## src/rtl/tmr_pkg.sv

```systemverilog
package tmr_pkg;
  localparam int unsigned CNT_W       = 32;
  localparam int unsigned N_MATCH     = 2;
  localparam int unsigned SYNC_STAGES = 2;

  typedef enum logic {
    SRC_SYSCLK  = 1'b0,
    SRC_EXTTICK = 1'b1
  } tick_src_e;
endpackage

```

## src/rtl/tmr_tick_sel.sv

```systemverilog
module tmr_tick_sel
  import tmr_pkg::*;
#(
  parameter int unsigned STAGES = SYNC_STAGES
) (
  input  logic clk,
  input  logic rst_n,
  input  logic src_sel,
  input  logic ext_raw,
  output logic tick_o
);
  logic [STAGES-1:0] sync_q;
  logic              last_q;
  logic              edge_pulse;
  tick_src_e         src;

  always_ff @(posedge clk) begin
    if (!rst_n) begin
      sync_q <= '0;
      last_q <= 1'b0;
    end else begin
      sync_q <= {sync_q[STAGES-2:0], ext_raw};
      last_q <= sync_q[STAGES-1];
    end
  end

  assign edge_pulse = sync_q[STAGES-1] & ~last_q;
  assign src        = tick_src_e'(src_sel);
  assign tick_o     = (src == SRC_EXTTICK) ? edge_pulse : 1'b1;

  // an external edge yields a tick lasting one cycle only
  p_single_tick_r8: assert property (@(posedge clk) disable iff (!rst_n)
    edge_pulse |=> !edge_pulse);
endmodule

```

## src/rtl/tmr_match_eval.sv

```systemverilog
module tmr_match_eval
  import tmr_pkg::*;
#(
  parameter int unsigned W  = CNT_W,
  parameter int unsigned NM = N_MATCH
) (
  input  logic [W-1:0]         nxt_i,
  input  logic [NM-1:0][W-1:0] match_i,
  input  logic                 ovf_en_i,
  output logic                 hit_o
);
  logic [NM-1:0] eq_hit;
  logic [NM-1:0] zero_set;

  for (genvar g = 0; g < NM; g++) begin : g_cmp
    assign zero_set[g] = (match_i[g] == '0);
    assign eq_hit[g]   = !zero_set[g] && (nxt_i == match_i[g]);
  end

  assign hit_o = (|eq_hit) || ((nxt_i == '0) && (ovf_en_i || (|zero_set)));
endmodule

```

## src/rtl/tmr_downcnt.sv

```systemverilog
module tmr_downcnt
  import tmr_pkg::*;
#(
  parameter int unsigned W = CNT_W
) (
  input  logic         clk,
  input  logic         rst_n,
  input  logic         en_i,
  input  logic         tick_i,
  input  logic         wr_count_i,
  input  logic         wr_reload_i,
  input  logic [W-1:0] wr_data_i,
  output logic [W-1:0] cnt_o,
  output logic [W-1:0] nxt_o,
  output logic         dec_o
);
  logic [W-1:0] cnt_q;
  logic [W-1:0] reload_q;
  logic         en_q;
  logic         start_en;
  logic         load_wr;
  logic         start_rl;
  logic         any_load;

  assign start_en = en_i && !en_q;
  assign load_wr  = en_i && wr_count_i;
  assign start_rl = en_i && wr_reload_i && (reload_q == '0) && (wr_data_i != '0);
  assign any_load = start_en || load_wr || start_rl;
  assign nxt_o    = cnt_q - W'(1);
  assign dec_o    = en_i && !any_load && tick_i && (cnt_q != '0);
  assign cnt_o    = cnt_q;

  always_ff @(posedge clk) begin
    if (!rst_n) begin
      cnt_q    <= '0;
      reload_q <= '0;
      en_q     <= 1'b0;
    end else begin
      en_q <= en_i;
      if (wr_reload_i) reload_q <= wr_data_i;
      if (start_en)                     cnt_q <= reload_q;
      else if (load_wr)                 cnt_q <= wr_data_i;
      else if (start_rl)                cnt_q <= wr_data_i;
      else if (en_i && tick_i) begin
        if (cnt_q == '0)                cnt_q <= reload_q;
        else                            cnt_q <= nxt_o;
      end
    end
  end

  // enable edge restarts from the stored reload value
  p_enable_load_r2: assert property (@(posedge clk) disable iff (!rst_n)
    (en_i && !en_q) |=> (cnt_q == $past(reload_q)));
  // an unobstructed tick lowers the count by one
  p_step_r2: assert property (@(posedge clk) disable iff (!rst_n)
    dec_o |=> (cnt_q == $past(cnt_q) - W'(1)));
  // a tick at zero reloads
  p_wrap_r3: assert property (@(posedge clk) disable iff (!rst_n)
    (en_i && !any_load && tick_i && cnt_q == '0) |=> (cnt_q == $past(reload_q)));
  // count write while running takes the bus value
  p_count_write_r9: assert property (@(posedge clk) disable iff (!rst_n)
    (en_i && en_q && wr_count_i) |=> (cnt_q == $past(wr_data_i)));
endmodule

```

## src/rtl/tmr_channel.sv

```systemverilog
module tmr_channel
  import tmr_pkg::*;
#(
  parameter int unsigned W      = CNT_W,
  parameter int unsigned STAGES = SYNC_STAGES
) (
  input  logic         clk,
  input  logic         rst_n,
  input  logic         enable,
  input  logic         ext_sel,
  input  logic         ovf_irq_en,
  input  logic         ext_tick,
  input  logic         wr_count,
  input  logic         wr_reload,
  input  logic         wr_match_a,
  input  logic         wr_match_b,
  input  logic [W-1:0] wr_data,
  output logic [W-1:0] count,
  output logic         irq_level
);
  localparam int unsigned NM = N_MATCH;

  logic                 tick;
  logic [W-1:0]         nxt;
  logic                 dec;
  logic                 hit;
  logic                 evt;
  logic [NM-1:0][W-1:0] match_q;
  logic [NM-1:0]        match_wr;
  logic                 irq_q;

  assign match_wr = {wr_match_b, wr_match_a};

  tmr_tick_sel #(.STAGES(STAGES)) u_tick (
    .clk(clk), .rst_n(rst_n), .src_sel(ext_sel), .ext_raw(ext_tick), .tick_o(tick)
  );

  tmr_downcnt #(.W(W)) u_cnt (
    .clk(clk), .rst_n(rst_n), .en_i(enable), .tick_i(tick),
    .wr_count_i(wr_count), .wr_reload_i(wr_reload), .wr_data_i(wr_data),
    .cnt_o(count), .nxt_o(nxt), .dec_o(dec)
  );

  tmr_match_eval #(.W(W), .NM(NM)) u_cmp (
    .nxt_i(nxt), .match_i(match_q), .ovf_en_i(ovf_irq_en), .hit_o(hit)
  );

  for (genvar g = 0; g < NM; g++) begin : g_mreg
    always_ff @(posedge clk) begin
      if (!rst_n)           match_q[g] <= '0;
      else if (match_wr[g]) match_q[g] <= wr_data;
    end
  end

  assign evt = dec && hit;

  always_ff @(posedge clk) begin
    if (!rst_n) irq_q <= 1'b0;
    else        irq_q <= irq_q ^ evt;
  end

  assign irq_level = irq_q;

  // level moves only on an event
  p_irq_hold_r7: assert property (@(posedge clk) disable iff (!rst_n)
    !evt |=> $stable(irq_q));
  // a stopped channel freezes count and level
  p_freeze_r11: assert property (@(posedge clk) disable iff (!rst_n)
    !enable |=> ($stable(count) && $stable(irq_q)));
  // zero reload keeps a running channel at zero
  p_zero_park_r4: assert property (@(posedge clk) disable iff (!rst_n)
    (enable && $past(enable) && count == '0 && !wr_count && !wr_reload
     && $past(!wr_reload) && $past(!wr_count)) |=> ($stable(irq_q)));
endmodule

```

## config.mk

```make
export PLATFORM = sky130hd
export DESIGN_NAME = tmr_channel
export DESIGN_NICKNAME = d
export VERILOG_FILES = /design/src/rtl/tmr_pkg.sv /design/src/rtl/tmr_tick_sel.sv /design/src/rtl/tmr_match_eval.sv /design/src/rtl/tmr_downcnt.sv /design/src/rtl/tmr_channel.sv
export SDC_FILE = /design/constraint.sdc
export NUM_CORES = 1
export LEC_CHECK = 0
export BUFFER_PORTS_ARGS = -buffer_cell sky130_fd_sc_hd__buf_2
export CAP_MARGIN = 20
export CORE_MARGIN = 2
export CORE_UTILIZATION = 55
export CTS_CLUSTER_DIAMETER = 80
export DETAILED_ROUTE_END_ITERATION = 8
export PLACE_DENSITY_LB_ADDON = 0.05
export SYNTH_ARGS = -nofsm -noshare
export SYNTH_HDL_FRONTEND = slang
export SYNTH_HIERARCHICAL = 1
export SYNTH_SLANG_ARGS = --single-unit
```

## constraint.sdc

```tcl
create_clock -name clk -period 4.1 [get_ports clk]
set_input_delay 0.205 -clock clk [delete_from_list [all_inputs] [get_ports clk]]
set_output_delay 0.205 -clock clk [all_outputs]
set_load 0.03 [all_outputs]
```

==> out/qor.csv <==
metric;value;unit
clk_lat worst skew;0.43;ns
RD Place Congestion;0.957;
Worst Setup Slack post-DPL;0.365;ns
# clock sinks;133;
async set-reset flop share out of synthesis;0;
Post-synth EDFFs;0;
Buf/Inv on CP;1;
worst path cell trace;or4_1 -> nand3b_1 -> buf_4 -> nor3_1 -> xor2_1 -> xor2_1 -> nor4_1 -> nand4_1 -> or3_1 -> o311ai_1 -> nand2_1 -> mux2i_1;
unrepaired setup endpoints after global routing;false;
vias in the first global route;6322;
CTS Hold Bufs;1;
Area contributors post-synth;dfxtp_1 36%, mux2i_1 14%, xor2_1 9.4%, nor2b_1 5.6%, nor4_1 5.2%;
Placed Cells;1030;
share of cells above drive strength 1;0.171;
core area;13200;um2
Avg WL per Cell;23.1;um
final worst-path cycle share;0.928;
gr ovfl total;0;
worst-margin pin slew;1.05;ns
Worst Hold Class;primary input to register;
PwrDens;495;nW/um2
first-pass GRT wire length;37400;um
Chip Width;120;um
post-CTS sizing;0;
Initial Utilization;0.561;
Core Rows;42;
DR pass1 iterations;5;
Slew Viols, Final;0;
non-filler cells, final;1063;
Crit path arrival time;4.12;ns
Setup Skew;0.00814;ns
Syn Area/Cell;9.23;um2
Crit path max-delay family;simple AND/OR/NAND/NOR gates;
cts bufs inserted;17;
die area;14400;um2
ratio of routed vias to standard cells;6.27;
area fraction of the dominant cell type after synthesis;0.360;
Layout Nets;917;
largest net degree at the start of global routing;84;
Ys Warns;6;
fmax;263;MHz
static leakage;0.00377;uW
Yosys cell types;59;
Total GRT Usage;0.345;
Clk pin slew, worst setup/hold paths;0.06;ns
Crit path top cell by count;xor2_1;
num ports;75;
max incr delay on CP;0.61;ns
setup_tns;0;ns
Post-Syn Area;7400;um2
Final WS setup;0.297;ns
critical path startpoint category;register;
TritonCTS clock tree;yes;
post-DP HPWL;18000;um
dominant cell type by area after synthesis;dfxtp_1;
DRC Markers;0;
WL final;24500;um
total number of vias;6663;
initial antenna violation count;0;
sequential area share after synthesis;0.360;
Worst slew margin;0.301;
CP endpoint kind;register;
Net Count, Synth;844;
Worst EP required;4.41;ns
DRT iter0 DRCs;732;
status;completed;
ys flop type;dfxtp_1;
final antenna-violating net count;0;
CTS H-tree lvls;4;
cell count after synthesis;801;
FF+latch count, synth;133;
MaxCap Viol Count;0;
die span in y;120;um
clock root buffer;clkbuf_16;
critical path's slowest cell;or4_1;
VDD IR max;421;uV
number of buffers on the longest clock path;2;
I/O Buffers;74;
Post-CTS Setup Bufs;0;
minimum clock period;3.80;ns
Final Hold Vio Count;0;
Area Growth Syn to Fin;14.5;%
# setup viols final;0;
critical path class;register to register;
critical path peak fanout;7;
ANT cells;0;
-- report_power, final --
group	internal [uW]	total (uW)	switching [uW]
registers	1380	1500	119
logic	405	1100	692
clock network	1010	1600	590
total	2790	4190	1400
-- kinds of logic (layout without fill, tap and decap cells) --
group                    after synthesis  after routing  synth area share
XOR/XNOR                              90             90             0.107
AND/OR/NAND/NOR                      335            335             0.259
buffers and inverters                 51            137            0.0453
multiplexers                         109            109             0.149
AO/OA/AOI/OAI                         82             82            0.0781
flip-flops                           133            133             0.360
adder cells (fa/ha/maj)                1              1           0.00169
-- placed cells by master (no fill, tap or decap), types with 13 or more instances in the layout --
| master | n |
|---|---|
| buf_2 | 74 |
| nand2_1 | 52 |
| o21ai_0 | 18 |
| o221ai_1 | 16 |
| nor2_1 | 59 |
| nor4_1 | 61 |
| xor2_1 | 79 |
| nor3_1 | 16 |
| a21oi_1 | 13 |
| buf_4 | 21 |
| nor2b_1 | 66 |
| mux2i_1 | 101 |
| clkbuf_16 | 17 |
| dfxtp_1 | 133 |
| nand4_1 | 16 |
-- final cells by class --
type                    instances  area [um2]
repair buffers                 96         538
flip-flops and latches        133        2660
fillers                      1155        4720
clock inverters                10         145
well taps                     176         220
inverters                       9        33.8
clock buffers                  22         474
multi-input cells             617        4400
-- cell usage after synthesis (3+ instances only) --
library cell and count:
or2_2 3, a21oi_1 13, nand2_1 52, nand4_1 16
dfxtp_1 133, nor2b_1 66, nor2_1 59, nor4_4 3
nand3_1 12, o2111ai_1 3, inv_1 8, xnor2_1 11
clkbuf_1 17, mux2i_1 101, o21ai_0 18, xor2_1 79
buf_1 7, buf_12 6, nor3_1 16, or3_1 4
nor4b_1 3, nand3b_1 6, and2_1 8, buf_6 5
nor4_1 61, or4_1 5, buf_2 7, nor4_2 5
o221ai_1 16, mux2_2 6, a32oi_1 5, o21ai_1 10
nor3b_1 5
-- metal layers --
| metal | vias up | track usage | wire length [um] |
|---|---|---|---|
| met5 | - | 0 | 0 |
| met4 | 0 | 0.159 | 963 |
| met3 | 68 | 0.0699 | 1990 |
| met2 | 358 | 0.534 | 11000 |
| met1 | 3187 | 0.462 | 10600 |
| li1 | 3050 | - | - |
-- worst paths after layout --
check                                 startpoint                 end  slack [ns]  cells after the start
worst max-delay path              u_cnt/cnt_o[0]           irq_level        0.30                     12
worst max register to register    u_cnt/cnt_o[0]           irq_level        0.30                     12
worst min-delay path                 wr_data[10]  u_cnt/reload_q[10]        0.11                      3
worst min register to register  u_tick/sync_q[0]    u_tick/sync_q[1]        0.46                      1
-- registers in the layout (all words and copies together) (netlist names) --
register        cells
u_tick/last_q       1
match_q            64
u_cnt/en_q          1
u_tick/sync_q       2
u_cnt/reload_q     32
u_cnt/cnt_o        32
irq_level           1
-- per-stage QoR --
step | power (uW) | hold WS [ns] | utilization | cell area, um2
3_5_place_dp | 2580 | 0.407 | 0.595 | 7840
3_3_place_gp | 2580 | 0.405 | 0.595 | 7840
5_1_grt | 4340 | 0.122 | 0.642 | 8470
2_1_floorplan | 2240 | 0.327 | - | 7400
6_report | 4190 | 0.112 | 0.642 | 8470
4_1_cts | 4180 | 0.106 | 0.642 | 8470
-- worst register-to-register path, delay by kind of cell, from the launching register on --
kind	cells	cell delay, ns
flops	1	0.36
mux	1	0.14
buf+inv	1	0.29
compound gates	1	0.08
simple gates	7	2.10
xor+xnor	2	0.72
Note: power is estimated with default switching activity, not from simulation.
